`config.mk`:
```
export PLATFORM = sky130hd
export DESIGN_NAME = scan_line_sequencer
export DESIGN_NICKNAME = d
export VERILOG_FILES = /design/src/rtl/scan_seq_pkg.sv /design/src/rtl/scan_bounds_resolve.sv /design/src/rtl/scan_addr_counter.sv /design/src/rtl/line_select_decoder.sv /design/src/rtl/scan_line_sequencer.sv
export SDC_FILE = /design/constraint.sdc
export NUM_CORES = 1
export LEC_CHECK = 0
export ABC_AREA = 0
export BUFFER_PORTS_ARGS = -buffer_cell sky130_fd_sc_hd__buf_2
export CORE_AREA = 2 2 118 120
export CTS_BUF_LIST = sky130_fd_sc_hd__clkbuf_8
export CTS_CLUSTER_DIAMETER = 120
export DETAILED_ROUTE_END_ITERATION = 7
export DIE_AREA = 0 0 120 122
export GPL_ROUTABILITY_DRIVEN = 0
export PLACE_DENSITY = 0.65
export REMOVE_ABC_BUFFERS = 1
export SKIP_LAST_GASP = 1
export SLEW_MARGIN = 20
export SYNTH_ARGS = -nofsm -noshare
export SYNTH_HDL_FRONTEND = slang
export SYNTH_SLANG_ARGS = --single-unit
```
`constraint.sdc`:
```
create_clock -name clk -period 3.8 [get_ports clk]
set_input_delay 0.38 -clock clk [delete_from_list [all_inputs] [get_ports clk]]
set_output_delay 0.38 -clock clk [all_outputs]
set_load 0.05 [all_outputs]
```
`src/rtl/scan_seq_pkg.sv`:
```
package scan_seq_pkg;
  typedef enum logic [1:0] {
    KIND_FULL    = 2'd0,
    KIND_WINDOW  = 2'd1,
    KIND_SINGLE  = 2'd2,
    KIND_DECIM   = 2'd3
  } scan_kind_e;
endpackage

```
`src/rtl/scan_bounds_resolve.sv`:
```
// Turns the scan request into first address, last address and stride.
module scan_bounds_resolve
  import scan_seq_pkg::*;
#(
  parameter int ADDR_W = 8,
  parameter int EXP_W  = 3
) (
  input  logic [1:0]        kind,
  input  logic [ADDR_W-1:0] lo,
  input  logic [ADDR_W-1:0] hi,
  input  logic [ADDR_W-1:0] pick,
  input  logic [EXP_W-1:0]  expo,
  output logic [ADDR_W-1:0] first,
  output logic [ADDR_W-1:0] last,
  output logic [ADDR_W:0]   stride
);
  localparam logic [ADDR_W-1:0] TOP_ADDR = {ADDR_W{1'b1}};

  scan_kind_e             kind_e;
  logic [ADDR_W-1:0]      hi_eff;
  logic [ADDR_W:0]        decim_stride;

  assign kind_e = scan_kind_e'(kind);
  // An inverted window collapses to its start line.
  assign hi_eff = (hi < lo) ? lo : hi;

  always_comb begin
    if (int'(expo) >= ADDR_W) decim_stride = {1'b1, {ADDR_W{1'b0}}};
    else                      decim_stride = (ADDR_W+1)'(1) << expo;
  end

  always_comb begin
    first  = lo;
    last   = hi_eff;
    stride = (ADDR_W+1)'(1);
    unique case (kind_e)
      KIND_FULL: begin
        first = '0;
        last  = TOP_ADDR;
      end
      KIND_WINDOW: ;
      KIND_SINGLE: begin
        first = pick;
        last  = pick;
      end
      KIND_DECIM: stride = decim_stride;
      default: ;
    endcase
  end
endmodule

```
`src/rtl/scan_addr_counter.sv`:
```
// Holds the scan state and steps the address by the captured stride.
module scan_addr_counter #(
  parameter int ADDR_W = 8
) (
  input  logic              clk,
  input  logic              rst_n,
  input  logic              start,
  input  logic              step,
  input  logic [ADDR_W-1:0] first,
  input  logic [ADDR_W-1:0] last,
  input  logic [ADDR_W:0]   stride,
  output logic [ADDR_W-1:0] addr,
  output logic              busy,
  output logic              at_end
);
  logic              busy_q;
  logic [ADDR_W-1:0] addr_q;
  logic [ADDR_W-1:0] last_q;
  logic [ADDR_W:0]   stride_q;
  logic [ADDR_W:0]   next_sum;

  assign next_sum = {1'b0, addr_q} + stride_q;
  assign at_end   = busy_q && (next_sum > {1'b0, last_q});
  assign addr     = addr_q;
  assign busy     = busy_q;

  always_ff @(posedge clk) begin
    if (!rst_n) begin
      busy_q   <= 1'b0;
      addr_q   <= '0;
      last_q   <= '0;
      stride_q <= (ADDR_W+1)'(1);
    end else if (!busy_q) begin
      if (start) begin
        busy_q   <= 1'b1;
        addr_q   <= first;
        last_q   <= last;
        stride_q <= stride;
      end
    end else if (step) begin
      if (at_end) busy_q <= 1'b0;
      else        addr_q <= next_sum[ADDR_W-1:0];
    end
  end

  // an idle start lands on the resolved first line.
  p_start_loads_first_r2: assert property (@(posedge clk) disable iff (!rst_n)
    (!busy_q && start) |=> (busy_q && addr_q == $past(first)));

  // start during a scan leaves the address untouched.
  p_start_ignored_busy_r2: assert property (@(posedge clk) disable iff (!rst_n)
    (busy_q && start && !step) |=> (busy_q && $stable(addr_q)));

  // no step, no motion.
  p_hold_without_step_r9: assert property (@(posedge clk) disable iff (!rst_n)
    (busy_q && !step) |=> $stable(addr_q));

  // an idle step without start keeps the block idle.
  p_idle_step_r9: assert property (@(posedge clk) disable iff (!rst_n)
    (!busy_q && step && !start) |=> !busy_q);

  // a step that is not the last one advances by the stride.
  p_stride_advance_r7: assert property (@(posedge clk) disable iff (!rst_n)
    (busy_q && step && !at_end) |=>
      ({1'b0, addr_q} == {1'b0, $past(addr_q)} + $past(stride_q)));

  // stepping off the last line ends the scan.
  p_end_goes_idle_r8: assert property (@(posedge clk) disable iff (!rst_n)
    (at_end && step) |=> !busy_q);

  // the address never passes the captured end.
  p_within_end_r5: assert property (@(posedge clk) disable iff (!rst_n)
    busy_q |-> (addr_q <= last_q));
endmodule

```
`src/rtl/line_select_decoder.sv`:
```
// Binary address to one-hot select, gated by enable.
module line_select_decoder #(
  parameter int ADDR_W = 8,
  localparam int LINES = 1 << ADDR_W
) (
  input  logic              en,
  input  logic [ADDR_W-1:0] addr,
  output logic [LINES-1:0]  sel
);
  for (genvar i = 0; i < LINES; i++) begin : g_line
    assign sel[i] = en && (addr == ADDR_W'(i));
  end
endmodule

```
`src/rtl/scan_line_sequencer.sv`:
```
module scan_line_sequencer #(
  parameter int ADDR_W = 8,
  localparam int LINES = 1 << ADDR_W,
  localparam int EXP_W = (ADDR_W > 1) ? $clog2(ADDR_W) : 1
) (
  input  logic              clk,
  input  logic              rst_n,
  input  logic              start,
  input  logic              step,
  input  logic [1:0]        scan_kind,
  input  logic [ADDR_W-1:0] win_lo,
  input  logic [ADDR_W-1:0] win_hi,
  input  logic [ADDR_W-1:0] pick_addr,
  input  logic [EXP_W-1:0]  decim_exp,
  output logic [LINES-1:0]  sel,
  output logic [ADDR_W-1:0] addr,
  output logic              busy,
  output logic              eos
);
  logic [ADDR_W-1:0] first_w;
  logic [ADDR_W-1:0] last_w;
  logic [ADDR_W:0]   stride_w;

  scan_bounds_resolve #(.ADDR_W(ADDR_W), .EXP_W(EXP_W)) u_bounds (
    .kind   (scan_kind),
    .lo     (win_lo),
    .hi     (win_hi),
    .pick   (pick_addr),
    .expo   (decim_exp),
    .first  (first_w),
    .last   (last_w),
    .stride (stride_w)
  );

  scan_addr_counter #(.ADDR_W(ADDR_W)) u_count (
    .clk    (clk),
    .rst_n  (rst_n),
    .start  (start),
    .step   (step),
    .first  (first_w),
    .last   (last_w),
    .stride (stride_w),
    .addr   (addr),
    .busy   (busy),
    .at_end (eos)
  );

  line_select_decoder #(.ADDR_W(ADDR_W)) u_dec (
    .en   (busy),
    .addr (addr),
    .sel  (sel)
  );

  // one select while busy, at the reported address.
  p_onehot_busy_r3: assert property (@(posedge clk) disable iff (!rst_n)
    busy |-> ($countones(sel) == 1 && sel[addr]));

  // nothing selected while idle.
  p_quiet_idle_r3: assert property (@(posedge clk) disable iff (!rst_n)
    !busy |-> (sel == '0));

  // end of scan only shows while a line is selected.
  p_eos_needs_line_r8: assert property (@(posedge clk) disable iff (!rst_n)
    eos |-> $onehot0(sel) && busy);
endmodule

```
=== After elaboration in Yosys (flattened, before gate mapping) ===
Cells that the tools add are included.

* Register bits after elaboration: 26
* Output and inout port bits: 266
* Word-level logic and storage cells: 542
* Bits of input ports: 33

* Reductions and logical operators: 262
* Add/sub/neg operators: 1
* Multiplexer cells: 12
* Magnitude comparators: 2
* Equality and inequality tests: 259
* Shifts and indexed selects: 1
* Bitwise operators: 1

{| class="wikitable"
|+ Operators with widths
! cell !! number
|-
| 8-bit == test (second input constant) || 128
|-
| 8-bit by 7-bit == test with 1-bit output (second input constant) || 64
|-
| 1-bit logical AND || 257
|-
| 8-bit by 6-bit == test with 1-bit output (second input constant) || 32
|-
| 8-bit by 5-bit == test with 1-bit output (second input constant) || 16
|-
| 8-bit by 4-bit == test with 1-bit output (second input constant) || 8
|-
| 8-bit two-way mux || 5
|-
| 8-bit by 3-bit == test with 1-bit output (second input constant) || 4
|-
| 8-bit case mux with 2 select lines || 2
|-
| 8-bit by 2-bit == test with 1-bit output (second input constant) || 2
|-
| 8-bit by 9-bit adder with 9-bit output || 1
|-
| 9-bit by 8-bit greater-than comparator with 1-bit output || 1
|-
| 9-bit two-way mux || 1
|-
| 1-bit by 3-bit left shift with 9-bit output (first input constant) || 1
|-
| 8-bit by 1-bit == test with 1-bit output (second input constant) || 1
|-
| 8-bit zero test || 1
|-
| 8-bit less-than comparator || 1
|-
| 2-bit == test (second input constant) || 2
|-
| 1-bit two-way mux || 4
|-
| 2-bit inequality test (second input constant) || 2
|-
| 3-bit AND reduction || 1
|-
| 2-bit zero test || 1
|-
| 2-bit AND reduction || 1
|-
| 2-bit nonzero test || 1
|-
| 1-bit inverter || 1
|}

=== Depth between registers and ports, before layout ===
Gate-level depths: netlist of run 1.

* Word-level depth: 6
* Depth in mapped cells: 14
* Depth with buffers taken out: 14

=== Hierarchy ===
From an unflattened synthesis of run 1, not the netlist that was laid out.

* Cells, all modules: 672
* Area, all modules: 4381.7 um^2

{| class="wikitable"
|+ Modules (own cells, without submodules)
! module !! instances !! area an instance (um^2) !! cells each
|-
| line_select_decoder || 1 || 2099.5 || 373
|-
| scan_addr_counter || 1 || 1767.9 || 219
|-
| scan_bounds_resolve || 1 || 514.2 || 80
|}

=== Least setup slack after synthesis of run 1 ===
No wires, ideal clock.

* Path type: flip-flop to output port
* Start point: register u_count.addr_q[0], in the netlist u_count.addr[0]
* End point: output port eos
* Slack: 154 ps
* Stages on the path, launching flop included: 14
* Arrival time: 3266 ps
* Buffers on the path: 0
* Cells stage by stage: dfxtp_1 -> ha_1 -> fa_1 -> a211oi_1 -> nor2_1 -> o21a_1 -> nor2_1 -> xnor2_1 -> ha_1 -> nand4_1 -> or2_2 -> a21oi_1 -> o21ai_0 -> and2_1

* Word-level cells in the longest chain between the ends: 3

{| class="wikitable"
|+ Ends and longest elaborated chain
! item !! RTL line !! text
|-
| from (decl) || scan_addr_counter.sv:17 || <nowiki>logic [ADDR_W-1:0] addr_q;</nowiki>
|-
| from (signal assigned) || scan_addr_counter.sv:36 || <nowiki>addr_q <= first;</nowiki>
|-
| from (signal assigned) || scan_addr_counter.sv:42 || <nowiki>else addr_q <= next_sum[ADDR_W-1:0];</nowiki>
|-
| 8-bit by 9-bit adder with 9-bit output || scan_addr_counter.sv:22 || <nowiki>assign next_sum = {1'b0, addr_q} + stride_q;</nowiki>
|-
| 9-bit by 8-bit greater-than comparator with 1-bit output || scan_addr_counter.sv:23 || <nowiki>assign at_end = busy_q && (next_sum > {1'b0, last_q});</nowiki>
|-
| 1-bit logical AND || scan_addr_counter.sv:23 ||
|-
| to (decl) || scan_line_sequencer.sv:18 || <nowiki>output logic eos</nowiki>
|}

Every way passes these cells.

=== Final worst setup path of run 1 ===
Same ends and word-level chain as after synthesis.

==> results of run 1 <==
## what timing repair did
action,4_1_cts,5_1_grt
pin swaps,0,4
buffers inserted,1,2
endpoints found under the setup margin,1,1
cloned,0,0
resized for setup,1,7
## sequential cells by signal, summed over array words and instances, names as in the netlist
register and count:
u_count.last_q 8, u_count.stride_q 8, u_count.addr 8, u_count.busy 1
## kinds of logic after synthesis
family / after synthesis
and+or+nand+nor: 408
xor gates and xnor gates: 5
DFF: 25
buffers and inverters: 66
adders and majority gates: 24
muxes: 5
AOI/OAI and AO/OA: 67
## worst max path at each step
stage	from	to	slack, ps	cells past startpoint
finish	u_count.addr[0]$_SDFFE_PN0P_	eos	70	14
global route	u_count.addr[0]$_SDFFE_PN0P_	eos	-50	14
CTS	u_count.addr[0]$_SDFFE_PN0P_	eos	10	14
detailed placement	u_count.addr[0]$_SDFFE_PN0P_	eos	270	14
global placement	u_count.addr[0]$_SDFFE_PN0P_	eos	300	14
floorplan	u_count.addr[0]$_SDFFE_PN0P_	eos	150	13
## layer usage
metal / part of all wire [%] / vias up
met2: 49 / 251
met3: 7.4 / 27
met4: 1.9 / 0
li1: - / 2496
met5: 0 / -
met1: 41 / 2383
## stage by stage
step           setup WS, ps  cell area, um^2
6_report               74.8             5120
5_1_grt               -50.0             5120
4_1_cts                9.60             5090
3_5_place_dp            275             5030
3_3_place_gp            303             5030
2_1_floorplan           154             3250
## synthesized netlist by cell type, drive strengths merged, types with 4 or more instances
library cell / instances / area (um^2)
nor2: 280 / 1050
dfxtp: 25 / 500
o21ai: 8 / 43.8
buf: 8 / 42.5
ha: 23 / 288
and2: 4 / 25.0
inv: 17 / 63.8
a221o: 6 / 60.1
nor2b: 18 / 113
nand2b: 4 / 25.0
mux2i: 5 / 50.1
clkbuf: 40 / 150
and3: 5 / 31.3
o211ai: 11 / 82.6
nand2: 49 / 189
a22oi: 8 / 60.1
o41ai: 8 / 85.1
a21oi: 6 / 30.0
nand3: 25 / 125
and3b: 8 / 70.1
## layout make-up
class	instances	share of cell area [%]
Clock buffer	3	0.806
Clock inverter	1	0.147
Inverter	18	1.32
Multi-Input combinational cell	509	52.6
Sequential cell	25	9.77
Tap cell	180	4.40
Timing Repair Buffer	310	30.9
## power breakdown
part	switching, uW	internal (uW)
Combinational	390	178
Clock	97.3	74.6
Sequential	24.1	285
Total	511	537
## tightest hold or removal path, cell delays in order
cell	delay, ps
buf_2	100
o21ai_0	70
a21oi_1	110
## layout by cell type (no fill, tap or decap), types with 4 or more instances in the layout
cell type	instances
buf_2	297
nor2_1	278
nand2_1	47
nand3_1	25
dfxtp_1	25
ha_1	23
nor2b_1	18
inv_1	17
buf_4	13
o211ai_1	11
a22oi_1	8
and3b_1	8
o21ai_0	6
o41ai_1	6
a221o_1	6
a21oi_1	5
and3_1	5
mux2i_1	5
and2_1	4
nand2b_1	4
==> qor.csv, run 1 <==
stage,metric,value,unit
yosys,synth_xor_area_share,1.27,%
die,rows,43,
route,drc,0,
setup_path,slowest_stage,fa_2,
global_routing,busiest_layer,met2,
finish,final_cell_count_no_fill,1046,
timing,final_max_slew_viol_count,0,
route,avgViaCountPerCell,4.93,
pwr,ir_drop,0.133,mV
timing,setup_viol,0,
clock_tree,cts_root_buf,clkbuf_8,
placement,portBuffers,298,
die,die_x,120,um
finish,diodes,0,
timing,skew,3.88,ps
timing,max_freq,268,MHz
yosys,yosys-mux-area-fraction,1.46,%
clock_tree,cts_tree,built,
pwr,leakage,0.00281,uW
finish,utilization,37.9,%
finish,syn2layout_area_growth,48.9,%
global_routing,overflow,0,
setup_path,rr_worst_depth,15,
yosys,synth_cell_types,47,
min_path,hp-class,in -> reg,
finish,fillCellCount,1520,
pwr,power,1050,uW
timing,worst_pin_slew,954,ps
flow_run,cap_violations,0,
yosys,synth-compound-area-share,16.1,%
die,core_area,13500,um^2
yosys,synth_edf_count,0,
setup_path,worst_ep_arrival_time,3350,ps
global_routing,grt.met1_usage,27.4,%
finish,multi_input_area,2700,um^2
setup_path,ff2ff_setup_slack,520,ps
setup_path,max_stage_delay,420,ps
setup_path,crit_path_max_fanout,4,
setup_path,startpoint_type,flip-flop,
clock_tree,insertion_delay,280,ps
die,ioPinCount,299,
clock_tree,hold_buffers,0,
global_routing,grt_pass1_wl,24.4,mm
min_path,whs_path_depth,3,
setup_path,timing.rr.start,u_count.addr[0]$_SDFFE_PN0P_,
route,wl,17.6,mm
die,dieHeight,122,um
setup_path,critPathCaptureType,primary output,
global_routing,grt_max_degree,33,
timing,period_minus_slack,3730,ps
finish,nets,924,
timing,finalCritPeriodShare,98.0,%
yosys,synth-adder-area-share,8.95,%
yosys,synth-seq-cells,25,
clock_tree,clk_pin_slew_worst_paths,100,ps
setup_path,path_buf_inv,1,
route,wl_per_cell,16.8,um
route,drtAntennaViolNets,0,
setup_path,worstPathRequired,3420,ps
yosys,synth_simple_gate_area_share,50.1,%
die,die_area,14600,um^2
timing,final-hold-violation-count,0,
yosys,ys_async_sr_fraction,0,%
global_routing,grt_antenna_before_repair,0,
yosys,syn_inst,600,
route,first_pass_iters,6,
route,vias,5157,
yosys,synth.cell_area,3440,um^2
finish,regArea,500,um^2
die,initial_core_util,25.5,%
route,drt-initial-drc-count,458,
setup_path,critical_path_class,reg -> out,
global_routing,groute.layer.met3.usage,2.95,%
setup_path,r2r_end,u_count.addr[5]$_SDFFE_PN0P_,
clock_tree,clockBufferDepth,2,
yosys,syn_avg_cell_area,5.73,um^2
pwr,power_density,205,nW/um^2
min_path,holdPathEnd,u_count.busy$_SDFF_PN0_,
timing,slew_headroom,36.2,%
outcome,status,"complete, no violations",
clock_tree,cts_buffers,3,
clock_tree,htreeDepth,1,
yosys,seq_area_frac_synth,14.6,%
setup_path,path_cells,ha_1 > fa_2 > a211oi_2 > nor2_2 > o21a_1 > nor2_2 > xnor2_1 > ha_1 > nand4_1 > or2_2 > a21oi_2 > o21ai_0 > and2_1 > buf_4,
yosys,synth_top_family_by_area,simple AND/OR/NAND/NOR gates,
global_routing,first_global_vias,4073,
global_routing,grtUsageMet2,38.0,%
yosys,yosysWarnings,0,
global_routing,grt_usage,21.4,%
timing,whs,405,ps
clock_tree,cts.sinks,25,
setup_path,cp_top_family,adder cells,
yosys,synth_flop_cell,dfxtp_1,
min_path,hold_start,start,
timing,fin_tns_setup,0,ps
finish,layout-drive-gt1-share,38.0,%
placement,dp_hpwl,13.3,mm
placement,placed_cells,1039,
Power figures use the tool's default switching activity.
==> run 2: changes to the inputs <==
GPL_TIMING_DRIVEN = 0   (was not set)
RECOVER_POWER = 100   (was not set)
==> run 2 against run 1 <==
- flip-flop and latch count unchanged
- total power down 2.4%
- first-iteration DRC count down 31%
- sequential share of layout area up 0.82 points
- highest routed layer unchanged
- largest cell class unchanged
==> qor.csv, run 2 (synthesis results as in run 1) <==
stage,metric,value,unit
clock_tree,cts_tree,built,
timing,fin_tns_setup,0,ps
global_routing,grt_usage,21.0,%
placement,placed_cells,1030,
timing,slew_headroom,30.6,%
global_routing,grt_antenna_before_repair,0,
flow_run,cap_violations,0,
setup_path,worstPathRequired,3420,ps
setup_path,max_stage_delay,400,ps
setup_path,worst_ep_arrival_time,3360,ps
timing,worst_pin_slew,1040,ps
route,wl,17.5,mm
timing,setup_viol,0,
pwr,seqPwrFrac,32.8,%
clock_tree,cts_root_buf,clkbuf_8,
route,drtAntennaViolNets,0,
placement,dp_hpwl,13.0,mm
pwr,pwr-share-comb,51.4,%
finish,diodes,0,
clock_tree,hold_buffers,0,
pwr,p_int,526,uW
setup_path,startpoint_type,flip-flop,
pwr,p_switching,497,uW
global_routing,first_global_vias,4037,
pwr,switching_share,48.5,%
timing,final_max_slew_viol_count,0,
clock_tree,cts_buffers,3,
clock_tree,insertion_delay,280,ps
die,rows,43,
setup_path,startpoint,u_count.addr[0]$_SDFFE_PN0P_,
timing,rsz0062_at_grt,true,
finish,utilization,35.4,%
global_routing,grt_max_degree,33,
outcome,status,"complete, no violations",
clock_tree,cts.sinks,25,
setup_path,critical_path_class,reg -> out,
finish,nets,915,
setup_path,crit_path_max_fanout,10,
finish,syn2layout_area_growth,39.1,%
pwr,power_density,214,nW/um^2
die,die_area,14600,um^2
min_path,hp-class,in -> reg,
route,drt-initial-drc-count,317,
placement,portBuffers,298,
global_routing,grt_pass1_wl,23.9,mm
global_routing,overflow,0,
pwr,ir_drop,0.126,mV
die,ioPinCount,299,
setup_path,critPathCaptureType,primary output,
finish,layout_common_cells,"nor2_1, clkbuf_1, buf_2",
setup_path,timing.rr.start,u_count.addr[0]$_SDFFE_PN0P_,
die,die_x,120,um
timing,max_freq,268,MHz
clock_tree,clk_pin_slew_worst_paths,90,ps
timing,final-hold-violation-count,0,
die,dieHeight,122,um
setup_path,cp_top_family,compound AO/OA/AOI/OAI gates,
setup_path,slowest_stage,fa_2,
finish,final_common_cell,nor2_1,
pwr,power.share.clock,15.8,%
timing,finalCritPeriodShare,98.3,%
clock_tree,htreeDepth,1,
clock_tree,clockBufferDepth,2,
timing,whs,422,ps
timing,period_minus_slack,3740,ps
die,core_area,13500,um^2
min_path,hold_start,pick_addr[2],
pwr,leakage,0.00187,uW
die,initial_core_util,25.5,%
setup_path,path_buf_inv,1,
timing,skew,9.15,ps
route,avgViaCountPerCell,4.85,
route,drc,0,
setup_path,path_cells,ha_1 > fa_2 > a211oi_1 > nor2_1 > o21a_1 > nor2_1 > xnor2_1 > ha_1 > a22oi_1 > o211ai_1 > a31oi_1 > o21ai_1 > and2_1 > buf_4,
finish,layout-drive-gt1-share,13.5,%
route,first_pass_iters,5,
route,vias,5031,
finish,final_cell_count_no_fill,1037,
route,wl_per_cell,16.9,um
==> run 2: cell types whose count changed in the layout (fill, tap and decap cells not counted), moves of 2 or more <==
cell      before  now
buf_2        297   95
clkbuf_1       0  202
buf_4         13    4
dfxtp_1       25   22
dfxtp_2        0    2
nor2_1       278  280
nor2_2         2    0
o41ai_1        6    8
o41ai_2        2    0
==> run 2: power groups by stage <==
stage                     registers (uW)  clock network, uW  logic (uW)
after floorplan                      364                  0         311
after global placement               338                  0         498
after detailed placement             340                  0         502
after CTS                            335                162         519
after global routing                 342                174         571
final                                336                161         526
==> run 2: timing repair <==
item / CTS / global route
pin swaps: 0 / 1
setup endpoints to repair: 1 / 15
buffers inserted: 1 / 2
endpoints found under the hold margin: 0 / 0
gates resized for setup: 7 / 2
==> run 2: worst paths after layout <==
kind | endpoint | slack, ps | depth (start not counted)
worst max-delay path | eos | 60 | 14
worst min-delay path | u_count.last_q[2]$_SDFFE_PN0P_ | 420 | 3
worst min register to register | u_count.last_q[7]$_SDFFE_PN0P_ | 480 | 2
worst max register to register | u_count.addr[6]$_SDFFE_PN0P_ | 320 | 16
==> run 2: final cells by class <==
type	instances	area, um^2
well taps	180	225
fillers	1633	8720
multi-input cells	509	2680
clock buffers	3	41.3
flip-flops and latches	25	507
inverters	18	67.6
clock inverters	1	3.75
repair buffers	301	1260
==> run 2: stage by stage <==
step / setup WS [ps] / power (uW) / cell area (um^2)
detailed placement: 47.6 / 842 / 4960
CTS: 21.8 / 1020 / 5030
floorplan: 154 / 675 / 3250
global placement: 93.3 / 836 / 4960
finish: 63.1 / 1020 / 4780
global route: -120 / 1090 / 4780
==> run 2: layer usage <==
layer  share of wire [%]  vias to the layer above  track usage [%]
li1                    -                     2475                -
met1                  42                     2293             26.0
met2                  49                      245             38.0
met3                 7.1                       18             2.62
met4                 2.3                        0             6.40
met5                   0                        -                0
==> run 2: worst reg2reg max path, cell delays in order (launching register included) <==
cell and delay, ps:
dfxtp_4 390, ha_1 250, fa_2 400, a211oi_1 220, nor2_1 90, o21a_1 180, nor2_1 110, xnor2_1 80
ha_1 340, a22oi_1 220, o211ai_1 120, a31oi_1 210, buf_4 150, buf_4 100, o211ai_1 120, nand2_2 220
mux2i_1 220
